`src/rtl/wdt_guard_pkg.sv`:
```
package wdt_guard_pkg;

    localparam int FLAG_W = 5;

    // flag bit positions
    localparam int FB_SOFT = 0;
    localparam int FB_HWS  = 1;
    localparam int FB_HWL  = 2;
    localparam int FB_PWR  = 3;
    localparam int FB_WDOG = 4;

    typedef enum logic [1:0] {
        ST_RUN  = 2'd0,
        ST_PEND = 2'd1,
        ST_OFF  = 2'd2
    } wd_state_e;

    typedef enum logic [2:0] {
        RK_SOFT      = 3'd0,
        RK_HW_SHORT  = 3'd1,
        RK_HW_LONG   = 3'd2,
        RK_POWER     = 3'd3,
        RK_POWER_DIP = 3'd4
    } rst_kind_e;

    localparam logic [FLAG_W-1:0] FLAGS_WDOG = FLAG_W'((1 << FB_WDOG) | (1 << FB_SOFT));

    function automatic logic kind_known(logic [2:0] code);
        return code <= 3'd4;
    endfunction

    function automatic logic kind_is_hw(logic [2:0] code);
        return (code != 3'd0) && (code <= 3'd4);
    endfunction

    function automatic logic [FLAG_W-1:0] flags_for(logic [2:0] code);
        logic [FLAG_W-1:0] f;
        f = '0;
        unique case (code)
            3'd0: f[FB_SOFT] = 1'b1;
            3'd1: begin f[FB_SOFT] = 1'b1; f[FB_HWS] = 1'b1; end
            3'd2, 3'd4: begin f[FB_SOFT] = 1'b1; f[FB_HWS] = 1'b1; f[FB_HWL] = 1'b1; end
            3'd3: begin f[FB_SOFT] = 1'b1; f[FB_HWS] = 1'b1; f[FB_HWL] = 1'b1; f[FB_PWR] = 1'b1; end
            default: f = '0;
        endcase
        return f;
    endfunction

endpackage

```
`src/rtl/wdt_prescale.sv`:
```
module wdt_prescale #(
    parameter int DIV_FAST = 2,
    parameter int DIV_SLOW = 128
) (
    input  logic clk,
    input  logic rst_n,
    input  logic clr_i,
    input  logic run_i,
    input  logic slow_i,
    output logic tick_o
);
    localparam int W = (DIV_SLOW > 2) ? $clog2(DIV_SLOW) : 1;
    localparam logic [W-1:0] LIM_FAST = W'(DIV_FAST - 1);
    localparam logic [W-1:0] LIM_SLOW = W'(DIV_SLOW - 1);

    logic [W-1:0] phase;
    logic [W-1:0] limit;

    assign limit  = slow_i ? LIM_SLOW : LIM_FAST;
    assign tick_o = run_i && (phase == limit);

    always_ff @(posedge clk or negedge rst_n) begin
        if (!rst_n) begin
            phase <= '0;
        end else if (clr_i) begin
            phase <= '0;
        end else if (run_i) begin
            phase <= tick_o ? '0 : phase + 1'b1;
        end
    end
endmodule

```
`src/rtl/wdt_count.sv`:
```
module wdt_count #(
    parameter int CNT_W = 16
) (
    input  logic             clk,
    input  logic             rst_n,
    input  logic             load_i,
    input  logic [CNT_W-1:0] load_val_i,
    input  logic             inc_i,
    output logic [CNT_W-1:0] count_o,
    output logic             wrap_o
);
    assign wrap_o = inc_i && (&count_o);

    always_ff @(posedge clk or negedge rst_n) begin
        if (!rst_n) begin
            count_o <= '0;
        end else if (load_i) begin
            count_o <= load_val_i;
        end else if (inc_i) begin
            count_o <= count_o + 1'b1;
        end
    end
endmodule

```
`src/rtl/wdt_cause.sv`:
```
module wdt_cause
    import wdt_guard_pkg::*;
(
    input  logic              clk,
    input  logic              rst_n,
    input  logic              set_i,
    input  logic [FLAG_W-1:0] set_val_i,
    input  logic              clr_wdog_i,
    output logic [FLAG_W-1:0] flags_o
);
    always_ff @(posedge clk or negedge rst_n) begin
        if (!rst_n) begin
            flags_o <= '0;
        end else if (set_i) begin
            flags_o <= set_val_i;
        end else if (clr_wdog_i) begin
            flags_o[FB_WDOG] <= 1'b0;
        end
    end
endmodule

```
`src/rtl/wdt_guard.sv`:
```
module wdt_guard
    import wdt_guard_pkg::*;
#(
    parameter int CNT_W    = 16,
    parameter int REL_W    = 8,
    parameter int DIV_FAST = 2,
    parameter int DIV_SLOW = 128
) (
    input  logic             clk,
    input  logic             rst_n,
    input  logic             ctl_we_i,
    input  logic [REL_W-1:0] ctl_reload_i,
    input  logic             ctl_slow_i,
    input  logic             srv_i,
    input  logic             rst_evt_i,
    input  logic [2:0]       rst_kind_i,
    input  logic             boot_i,
    input  logic             bus_busy_i,
    input  logic             bus_late_i,
    output logic             wdt_req_o,
    output logic             bus_abort_o,
    output logic [4:0]       flags_o,
    output logic [CNT_W-1:0] count_o
);
    localparam int LOW_W = CNT_W - REL_W;

    wd_state_e state, state_nx;

    logic [REL_W-1:0] stg_reload;
    logic             stg_slow;
    logic             act_slow;

    logic rst_take, fire, svc, reload_evt, run, tick, inc, wrap;
    logic [FLAG_W-1:0] cause_val;

    assign rst_take   = rst_evt_i && kind_known(rst_kind_i);
    assign svc        = srv_i && !rst_take && !fire;
    assign reload_evt = rst_take || fire || svc;
    assign run        = (state != ST_OFF);
    assign inc        = tick && !reload_evt;
    assign cause_val  = rst_take ? flags_for(rst_kind_i) : FLAGS_WDOG;

    // staged and active control
    always_ff @(posedge clk or negedge rst_n) begin
        if (!rst_n) begin
            stg_reload <= '0;
            stg_slow   <= 1'b0;
            act_slow   <= 1'b0;
        end else begin
            if (ctl_we_i) begin
                stg_reload <= ctl_reload_i;
                stg_slow   <= ctl_slow_i;
            end
            if (reload_evt) begin
                act_slow <= stg_slow;
            end
        end
    end

    wdt_prescale #(.DIV_FAST(DIV_FAST), .DIV_SLOW(DIV_SLOW)) u_div (
        .clk    (clk),
        .rst_n  (rst_n),
        .clr_i  (reload_evt),
        .run_i  (run),
        .slow_i (act_slow),
        .tick_o (tick)
    );

    wdt_count #(.CNT_W(CNT_W)) u_cnt (
        .clk        (clk),
        .rst_n      (rst_n),
        .load_i     (reload_evt),
        .load_val_i ({stg_reload, {LOW_W{1'b0}}}),
        .inc_i      (inc),
        .count_o    (count_o),
        .wrap_o     (wrap)
    );

    wdt_cause u_flags (
        .clk        (clk),
        .rst_n      (rst_n),
        .set_i      (rst_take || fire),
        .set_val_i  (cause_val),
        .clr_wdog_i (svc),
        .flags_o    (flags_o)
    );

    // state register
    always_ff @(posedge clk or negedge rst_n) begin
        if (!rst_n) begin
            state <= ST_RUN;
        end else begin
            state <= state_nx;
        end
    end

    // next state
    always_comb begin
        state_nx = state;
        if (rst_take) begin
            state_nx = (kind_is_hw(rst_kind_i) && boot_i) ? ST_OFF : ST_RUN;
        end else if (fire) begin
            state_nx = ST_RUN;
        end else begin
            unique case (state)
                ST_RUN:  state_nx = wrap ? ST_PEND : ST_RUN;
                ST_PEND: state_nx = ST_PEND;
                ST_OFF:  state_nx = ST_OFF;
                default: state_nx = ST_RUN;
            endcase
        end
    end

    // outputs
    always_comb begin
        fire        = 1'b0;
        bus_abort_o = 1'b0;
        unique case (state)
            ST_PEND: begin
                fire        = !rst_take && (!bus_busy_i || bus_late_i);
                bus_abort_o = fire && bus_busy_i;
            end
            ST_RUN, ST_OFF: begin
                fire        = 1'b0;
                bus_abort_o = 1'b0;
            end
            default: begin
                fire        = 1'b0;
                bus_abort_o = 1'b0;
            end
        endcase
        wdt_req_o = fire;
    end
endmodule

```
`config.mk`:
```
export PLATFORM = sky130hd
export DESIGN_NAME = wdt_guard
export DESIGN_NICKNAME = d
export VERILOG_FILES = /design/src/rtl/wdt_guard_pkg.sv /design/src/rtl/wdt_prescale.sv /design/src/rtl/wdt_count.sv /design/src/rtl/wdt_cause.sv /design/src/rtl/wdt_guard.sv
export SDC_FILE = /design/constraint.sdc
export NUM_CORES = 1
export LEC_CHECK = 0
export ABC_CLOCK_PERIOD_IN_PS = 1900
export BUFFER_PORTS_ARGS = -buffer_cell sky130_fd_sc_hd__buf_2
export CORE_MARGIN = 8
export CORE_UTILIZATION = 54
export CTS_CLUSTER_SIZE = 28
export DETAILED_ROUTE_END_ITERATION = 7
export GPL_TIMING_DRIVEN = 1
export PLACE_DENSITY = 0.79
export SYNTH_ARGS = -nofsm -noshare
export SYNTH_HDL_FRONTEND = slang
export SYNTH_SLANG_ARGS = --single-unit
```
`constraint.sdc`:
```
create_clock -name clk -period 1.9 [get_ports clk]
set_input_delay 0.38 -clock clk [delete_from_list [all_inputs] [get_ports clk]]
set_output_delay 0.38 -clock clk [all_outputs]
set_load 0.01 [all_outputs]
```
==> results of run 1 <==
==> logic make-up (layout without fill, tap and decap cells) <==
group                      count (synthesis)  in the layout  synth area share
AOI/OAI and AO/OA                         25             25            0.0826
xor gates and xnor gates                  19             19            0.0820
adders and majority gates                  3              3            0.0185
buffers and inverters                     14             66            0.0382
DFF                                       40             40             0.493
muxes                                     11             11            0.0604
and+or+nand+nor                           80             80             0.225
==> worst paths after layout <==
path / end
setup / recovery: bus_abort_o
max in group asynchronous: u_div.phase[6]
hold reg to reg: u_cnt.count_o[8]
min in group clk: stg_reload[7]
hold / removal: u_flags.flags_o[3]
setup reg to reg: u_cnt.count_o[15]
==> registers in the layout, indices dropped and copies added (netlist names) <==
signal	cells
stg_reload	8
u_flags.flags_o	5
u_cnt.count_o	16
state	2
u_div.phase	7
stg_slow	1
act_slow	1
==> power breakdown <==
part	internal [mW]	total (mW)	switching, mW	leakage, nW
sequential	0.915	0.971	0.0559	0.512
clock	0.294	0.606	0.312	0.0434
combinational	0.138	0.316	0.178	0.565
==> per-stage QoR <==
stage / hold slack, ns / util / total power [mW] / setup WS [ns]
6_report: 0.131 / 0.665 / 1.89 / 0.144
5_1_grt: 0.165 / 0.665 / 1.99 / 0.0184
4_1_cts: 0.141 / 0.665 / 1.90 / 0.130
3_5_place_dp: 0.466 / 0.638 / 1.30 / 0.0841
3_3_place_gp: 0.460 / 0.638 / 1.29 / 0.128
2_1_floorplan: 0.0844 / - / 1.18 / 0.0282
==> critical path, cell delays in order <==
cell     delay, ns
buf_2         0.11
nor2_1        0.13
inv_1         0.07
ha_1          0.18
nor2b_1       0.15
nor2_1        0.08
and2_1        0.15
buf_2         0.13
==> cells in the final DEF, fill, tap and decap left out, drive strengths merged, types with 2 or more instances in the layout <==
master,instances
nand4,12
nand2,15
mux2,10
inv,6
nor2,16
clkinvlp,2
a31oi,3
and3,3
dfrtp,40
and2,4
nor2b,2
clkbuf,6
o21ai,12
nand3,8
xnor2,4
buf,52
xor2,15
a21oi,2
ha,3
nor3,7
nand2b,4
and4,3
==> final cells by class <==
cell class / instances / area, sq um / share of cell area
timing repair buffer: 52 / 285 / 0.118
clock inverter: 2 / 15.0 / 0.00621
tap: 48 / 60.1 / 0.0248
clock buffer: 6 / 82.6 / 0.0342
sequential: 40 / 1000 / 0.414
multi-input combinational: 138 / 951 / 0.393
inverter: 6 / 22.5 / 0.00932
==> metal layers <==
layer	global-route usage	wire length [microns]	up-vias
li1	-	-	790
met1	0.189	1990	767
met2	0.240	1990	33
met3	0.0618	257	6
met4	0.0528	55	0
met5	0	0	-
==> metrics, run 1 <==
FF-to-FF path depth 5; # IOs 43; DIE HEIGHT about 77 microns; Pleak roughly 1.1 nW; die area between 5000 and 6000 sq um; routed length per instance approximately 15 microns; r2r setup slk between 0.15 and 0.2 ns; top cells by area, synth dfrtp_1 49%, xor2_1 6.5%, mux2_2 5.5%; post-route ant nets 0; Synth Flop Type dfrtp_1; Syn Nets ~220; DP Cell Count 284; Yosys reg bits 40; Finished Cell Area approximately 2400 sq um; status finished clean; cell with the most instances after synthesis dfrtp_1; pwr dens slightly below 800 nW/um^2; global-route wire length before repair about 7600 microns; max-slew violations 0; CTS tree built; RSZ-0062 raised after global routing no; peak supply drop ~0.52 mV; total grt overflow 0; Post-synth top cells 40 x dfrtp_1, 15 x nand2_1, 15 x nor2_1, 15 x xor2_1, 12 x nand4_1; H-tree levels 2; largest net degree at the start of global routing 41; DRT iter0 DRCs between 80 and 90; fraction of registers with async set/reset 1.00; Critical R2R Launch u_div.phase[2]; crit share post-route 0.924; Final Hold Fails 0; CTS buffer count 5; Layout Cells excl Fill just under 300; Resized cells post-CTS 0; sequential area share after synthesis 0.493; total track usage 0.154; Mapped Cells between 150 and 200; Clk Latency, worst-skew pair ~0.30 ns; clock buffer depth 2; Synth top area share 0.493; Tmin final ~1.8 ns; Min-Delay Path Class input port to async pin; Arrival @ worst endpoint between 1 and 1.5 ns; Layout Skew approximately 0.0065 ns; post-CTS setup buffer count 0; vias per cell approximately 5.5; via count 1596; Max FO, Critical Path 2; CP startpoint rst_kind_i[0]; placed standard-cell area 2320 sq um; Syn. warnings 0; Syn Std Cell Area about 2000 sq um; Detailed Place HPWL about 3200 microns; Starting Density 0.559; EDFF count, synth 0; layout net count roughly 270; Buffers on Ports between 40 and 50; Peak Freq 569 MHz; Area growth syn-to-layout 19.1%; clock-pin slew on the worst setup and hold paths around 0.080 ns; diode count 0; post-synth top area cell dfrtp_1; clk sinks 40; synthesized area per cell approximately 11 sq um; drt first pass iters 4; FP Rows 22; DRC viols 0; initial antenna violation count 0; CP Class input port to output port; Die X-Extent a little under 80 microns; Max-Cap Viols 0; Worst setup SP type input port; max_slew headroom 0.669; hold-fix buffers at CTS 0; vias in the first global route ~1600; Worst Max-Slew Pin Slew roughly 0.5 ns; Core Area roughly 3600 sq um; final setup fails 0; crit end category output port; Yosys cell types between 40 and 50; filler cell count approximately 310; ratio of cells with drive above 1 in the final layout 0.320; WL final between 4000 and 5000 microns; CP required 1.52 ns; gpl congestion about 0.76; clock root cell clkbuf_8; setup total negative slack 0 ns
No activity file was read; power rests on OpenSTA's default activity.
==> run 2: changes to the inputs <==
==> constraint.sdc (replaced) <==
create_clock -name clk -period 1.9 [get_ports clk]
set_input_delay 0 -clock clk [delete_from_list [all_inputs] [get_ports clk]]
set_output_delay 0 -clock clk [all_outputs]
set_load 0.01 [all_outputs]
==> run 2 against run 1 <==
Register-to-register slack gained 0.05 ns. Clock power up 20%. Critical endpoint unchanged. Die area unchanged.
==> metrics, run 2 (synthesized netlist as in run 1, its figures left out) <==
CTS tree built (unchanged); gpl congestion 0.798 (was 0.756); die area 5980 sq um (unchanged); crit share post-route 0.932 (was 0.924); clock-pin slew on the worst setup and hold paths 0.07 ns (was 0.08 ns); Max FO, Critical Path 6 (was 2); RSZ-0062 raised after global routing no (unchanged); Final Hold Fails 0 (unchanged); Min-Delay Path Depth 3; CP required 1.90 ns (was 1.52 ns); routed length per instance 14.8 microns (was 14.7 microns); Pleak 1.17 nW (was 1.12 nW); most common cell after layout, fill and taps aside buf_2 (unchanged); diode count 0 (unchanged); clock buffer depth 2 (unchanged); clock root cell clkbuf_8 (unchanged); Buffers on Ports 42 (unchanged); initial antenna violation count 0 (unchanged); via count 1666 (was 1596); vias in the first global route 1686 (was 1641); pwr dens 799 nW/um^2 (was 783 nW/um^2); DIE HEIGHT 77.3 microns (unchanged); H-tree levels 2 (unchanged); FF-to-FF End u_cnt.count_o[9] (was u_cnt.count_o[15]); global-route wire length before repair 7530 microns (was 7640 microns); Largest register FFs 16 (unchanged); Die X-Extent 77.3 microns (unchanged); CP Class input port to output port (unchanged); Detailed Place HPWL 3080 microns (was 3200 microns); hold path endpoint u_flags.flags_o[2]; Worst setup SP type input port (unchanged); Critical R2R Launch u_div.phase[2] (unchanged); Tmin final 1.77 ns (was 1.76 ns); post-route ant nets 0 (unchanged); total grt overflow 0 (unchanged); biggest regs u_cnt.count_o: 16 flops, stg_reload: 8 flops, u_div.phase: 7 flops (unchanged); DRT iter0 DRCs 78 (was 83); WL final 4450 microns (was 4300 microns); HP Start rst_evt_i; drt first pass iters 4 (unchanged); final worst slack 0.130 ns (was 0.144 ns); Clk Latency, worst-skew pair 0.30 ns (about the same); # IOs 43 (unchanged); vias per cell 5.55 (was 5.47); status finished clean (unchanged); Core Area 3630 sq um (unchanged); FP Rows 22 (unchanged); final setup fails 0 (unchanged); DRC viols 0 (unchanged); Peak Freq 565 MHz (was 569 MHz); ratio of cells with drive above 1 in the final layout 0.294 (was 0.320); Max-Cap Viols 0 (unchanged); filler cell count 311 (was 308); total track usage 0.154 (about the same); layout net count 274 (was 266); CP startpoint rst_kind_i[0] (unchanged); DP Cell Count 279 (was 284); Layout Skew 0.00777 ns (was 0.00649 ns); max_slew headroom 0.414 (was 0.669); Layout Cells excl Fill 300 (was 292); largest net degree at the start of global routing 41 (unchanged); clk sinks 40 (unchanged); Area growth syn-to-layout 25.0% (was 19.1%); CTS buffer count 5 (unchanged); Starting Density 0.559 (unchanged); pre-CTS WS 0.256 ns (was 0.0841 ns); peak supply drop 0.610 mV (was 0.519 mV); Reg with most FFs u_cnt.count_o (unchanged); r2r setup slk 0.23 ns (was 0.18 ns); Min-Delay Path Class input port to flop (was input port to async pin); most frequent cells in the layout 42 x buf_2, 40 x dfrtp_1, 15 x nand2_1, 15 x xor2_1, 14 x nor2_1 (was 42 x buf_2, 40 x dfrtp_1, 15 x nor2_1, 15 x nand2_1, 15 x xor2_1); max-slew violations 0 (unchanged); FF-to-FF path depth 5 (unchanged); setup total negative slack 0 ns (unchanged); crit end category output port (unchanged); Arrival @ worst endpoint 1.77 ns (was 1.38 ns); Worst Max-Slew Pin Slew 0.879 ns (was 0.497 ns)
-- run 2: cell count changes in the layout (fill, tap and decap cells not counted) --
cell           change
buf_4              -5
bufinv_16          +1
clkinv_4           +1
clkinvlp_4         -2
dlygate4sd3_1     +13
nor2_1             -1
nor2_2             +1
-- run 2: worst max-delay path by stage --
stage	cells past startpoint	to
after floorplan	5	u_cnt.count_o[5]
after global placement	5	u_cnt.count_o[14]
after detailed placement	5	u_cnt.count_o[9]
after CTS	10	bus_abort_o
after global routing	10	bus_abort_o
final	10	bus_abort_o
-- run 2: timing repair --
| item | 4_1_cts | 5_1_grt |
|---|---|---|
| setup endpoints to repair | 0 | 4 |
| resized for setup | 0 | 1 |
| endpoints found under the hold margin | 52 | 0 |
| buffers inserted | 0 | 0 |
| hold buffers | 13 | 0 |
-- run 2: worst max-delay path: stages --
cell and delay (ns):
dlygate4sd3_1 0.54, buf_2 0.14, nor2_2 0.15, inv_1 0.08
ha_1 0.19, nor2b_1 0.18, buf_4 0.17, nor2_1 0.05
and2_1 0.14, buf_2 0.13
-- run 2: layout make-up --
class | instances | area [sq um] | area share
Tap cell | 48 | 60.1 | 0.0237
Clock buffer | 6 | 82.6 | 0.0326
Timing Repair Buffer | 60 | 378 | 0.149
Clock inverter | 2 | 38.8 | 0.0153
Sequential cell | 40 | 1000 | 0.395
Inverter | 6 | 22.5 | 0.00888
Multi-Input combinational cell | 138 | 953 | 0.376
-- run 2: power breakdown --
part           total [mW]  internal [mW]  switching, mW
clock               0.727          0.429          0.298
combinational       0.328          0.149          0.179
sequential          0.973          0.915         0.0577
total                2.03           1.49          0.534
-- run 2: per-stage QoR --
| stage | power (mW) | cell area (sq um) | util | hold WS [ns] |
|---|---|---|---|---|
| global placement | 1.29 | 2280 | 0.628 | 0.166 |
| finish | 2.03 | 2540 | 0.698 | 0.0181 |
| floorplan | 1.18 | 2030 | - | -0.296 |
| detailed placement | 1.29 | 2280 | 0.628 | 0.165 |
| global route | 2.13 | 2540 | 0.698 | 0.00789 |
| CTS | 2.04 | 2530 | 0.697 | 0.0160 |
-- run 2: metal layers --
metal / wire, microns / track usage
met5: 0 / 0
met4: 42 / 0.0472
met3: 310 / 0.0653
met2: 2180 / 0.253
met1: 1910 / 0.179
==> run 3: changes to the inputs <==
Settings changed: CTS_BUF_LIST from default to sky130_fd_sc_hd__clkbuf_8 sky130_fd_sc_hd__clkbuf_16, RECOVER_POWER from default to 100.
==> run 3 against run 2 <==
Non-clock buffer count unchanged. Sequential power about the same. Clock power about the same. Core utilization down 1.2 points. Worst hold slack better by 0.0021 ns. First-iteration DRC count up 50%. Global-route usage unchanged. Register-to-register slack worse by 0.06 ns. Combinational power down 6%. Clock skew down 0.00075 ns.
==> metrics, run 3 (synthesized netlist as in run 1, its figures left out) <==
layout net count 274 (unchanged); Critical R2R Launch u_div.phase[2] (unchanged); vias in the first global route 1686 (unchanged); most common cell after layout, fill and taps aside dfrtp_1 (was buf_2); filler cell count 326 (was 311); HP Start rst_evt_i (unchanged); total grt overflow 0 (unchanged); hold path endpoint u_flags.flags_o[2] (unchanged); H-tree levels 2 (unchanged); post-route ant nets 0 (unchanged); Min-Delay Path Class input port to flop (unchanged); Reg with most FFs u_cnt.count_o (unchanged); clk sinks 40 (unchanged); WL final 4450 microns (about the same); DRT iter0 DRCs 117 (was 78); largest net degree at the start of global routing 41 (unchanged); via count 1663 (was 1666); Tmin final 1.76 ns (was 1.77 ns); CTS buffer count 5 (unchanged); Starting Density 0.559 (unchanged); vias per cell 5.54 (was 5.55); Critical-path top delay cell dlygate4sd3_1 (unchanged); CP Class input port to output port (unchanged); Largest stage delay, worst path 0.54 ns (about the same); Arrival @ worst endpoint 1.76 ns (was 1.77 ns); Largest register FFs 16 (unchanged); crit share post-route 0.928 (was 0.932); final setup fails 0 (unchanged); Worst setup SP type input port (unchanged); clock root cell clkbuf_8 (unchanged); routed length per instance 14.8 microns (about the same); Peak Freq 567 MHz (was 565 MHz); Max FO, Critical Path 6 (unchanged); FF-to-FF path depth 5 (unchanged); Core Area 3630 sq um (unchanged); DRC viols 0 (unchanged); crit end category output port (unchanged); Pleak 1.08 nW (was 1.17 nW); peak supply drop 0.611 mV (was 0.610 mV); status finished clean (unchanged); max_slew headroom 0.349 (was 0.414); cells along the critical path dlygate4sd3_1 > clkbuf_1 > nor2_2 > inv_1 > ha_1 > nor2b_1 > buf_4 > nor2_1 > and2_1 > clkbuf_2 (was dlygate4sd3_1 > buf_2 > nor2_2 > inv_1 > ha_1 > nor2b_1 > buf_4 > nor2_1 > and2_1 > buf_2); # IOs 43 (unchanged); Min-Delay Path Depth 3 (unchanged); CP required 1.90 ns (about the same); DIE HEIGHT 77.3 microns (unchanged); Clk Latency, worst-skew pair 0.29 ns (was 0.30 ns); max-slew violations 0 (unchanged); Die X-Extent 77.3 microns (unchanged); drt first pass iters 4 (unchanged); gpl congestion 0.798 (unchanged); diode count 0 (unchanged); Final Hold Fails 0 (unchanged); CTS tree built (unchanged); Layout Skew 0.00702 ns (was 0.00777 ns); worst hold slack 0.0203 ns (was 0.0181 ns); die area 5980 sq um (unchanged); FP Rows 22 (unchanged); Buffers on Ports 42 (unchanged); RSZ-0062 raised after global routing no (unchanged); biggest regs u_cnt.count_o: 16 flops, stg_reload: 8 flops, u_div.phase: 7 flops (unchanged); initial antenna violation count 0 (unchanged); clock-pin slew on the worst setup and hold paths 0.07 ns (about the same); setup total negative slack 0 ns (unchanged); global-route wire length before repair 7530 microns (unchanged); Max-Cap Viols 0 (unchanged); ratio of cells with drive above 1 in the final layout 0.202 (was 0.294); Area growth syn-to-layout 22.9% (was 25.0%); most frequent cells in the layout 40 x dfrtp_1, 23 x clkbuf_1, 17 x buf_2, 15 x nand2_1, 15 x xor2_1 (was 42 x buf_2, 40 x dfrtp_1, 15 x nand2_1, 15 x xor2_1, 14 x nor2_1); clock buffer depth 2 (unchanged); Finished Cell Area 2490 sq um (was 2540 sq um); total track usage 0.154 (unchanged); r2r setup slk 0.17 ns (was 0.23 ns); placed standard-cell area 2280 sq um (unchanged); Detailed Place HPWL 3080 microns (unchanged); Worst Max-Slew Pin Slew 0.977 ns (was 0.879 ns); pwr dens 806 nW/um^2 (was 799 nW/um^2); FF-to-FF End u_cnt.count_o[1] (was u_cnt.count_o[9])
[run 3: cell count changes in the layout (fill, tap and decap cells not counted), moves of 2 or more]
cell      change
clkbuf_2      +2
buf_2        -25
clkbuf_1     +23
o21ai_0       +4
o21ai_1       -4
[run 3: area by class of cell]
cell class	count	area, sq um	area share
tap	48	60.1	0.0241
inverter	6	22.5	0.00903
clock inverter	2	38.8	0.0156
timing repair buffer	60	349	0.140
clock buffer	6	82.6	0.0331
multi-input combinational	138	940	0.377
sequential	40	1000	0.401
[run 3: per-stage QoR]
| step | util | total power, mW | setup WS [ns] | cells |
|---|---|---|---|---|
| after floorplan | - | 1.18 | 0.389 | 192 |
| after global placement | 0.628 | 1.29 | 0.289 | 279 |
| after detailed placement | 0.628 | 1.29 | 0.256 | 279 |
| after CTS | 0.697 | 2.04 | 0.0898 | 300 |
| after global routing | 0.686 | 2.11 | 0.0152 | 300 |
| final | 0.686 | 2.01 | 0.137 | 300 |
[run 3: timing repair]
action | 4_1_cts | 5_1_grt
hold endpoints to repair | 52 | 0
hold buffers | 13 | 0
resized for setup | 0 | 1
endpoints found under the setup margin | 0 | 4
buffers inserted | 0 | 0
[run 3: worst max path at each step]
stage | from | end | slack, ns | cells after the start
after floorplan | u_div.phase[2] | u_cnt.count_o[5] | 0.39 | 5
after global placement | u_div.phase[2] | u_cnt.count_o[14] | 0.29 | 5
after detailed placement | u_div.phase[2] | u_cnt.count_o[9] | 0.26 | 5
after CTS | rst_kind_i[0] | bus_abort_o | 0.09 | 10
after global routing | rst_kind_i[0] | u_cnt.count_o[15] | 0.02 | 10
final | rst_kind_i[0] | bus_abort_o | 0.14 | 10
[run 3: metal layers]
| layer | GRT usage | part of all wire | routed length (microns) | vias up |
|---|---|---|---|---|
| li1 | - | - | - | 802 |
| met1 | 0.179 | 0.42 | 1890 | 800 |
| met2 | 0.253 | 0.49 | 2180 | 56 |
| met3 | 0.0653 | 0.076 | 338 | 5 |
| met4 | 0.0472 | 0.0094 | 42 | 0 |
| met5 | 0 | 0 | 0 | - |
[run 3: report_power, final]
part / leakage (nW) / switching, mW / total (mW) / internal [mW]
registers: 0.512 / 0.0582 / 0.973 / 0.915
clock network: 0.0614 / 0.298 / 0.727 / 0.429
logic: 0.507 / 0.174 / 0.309 / 0.136
[run 3: critical path, delay by kind of cell]
family                   cells  cell delay [ns]
AND/OR/NAND/NOR              4             0.53
adder cells (fa/ha/maj)      1             0.19
buffers and inverters        5             1.03
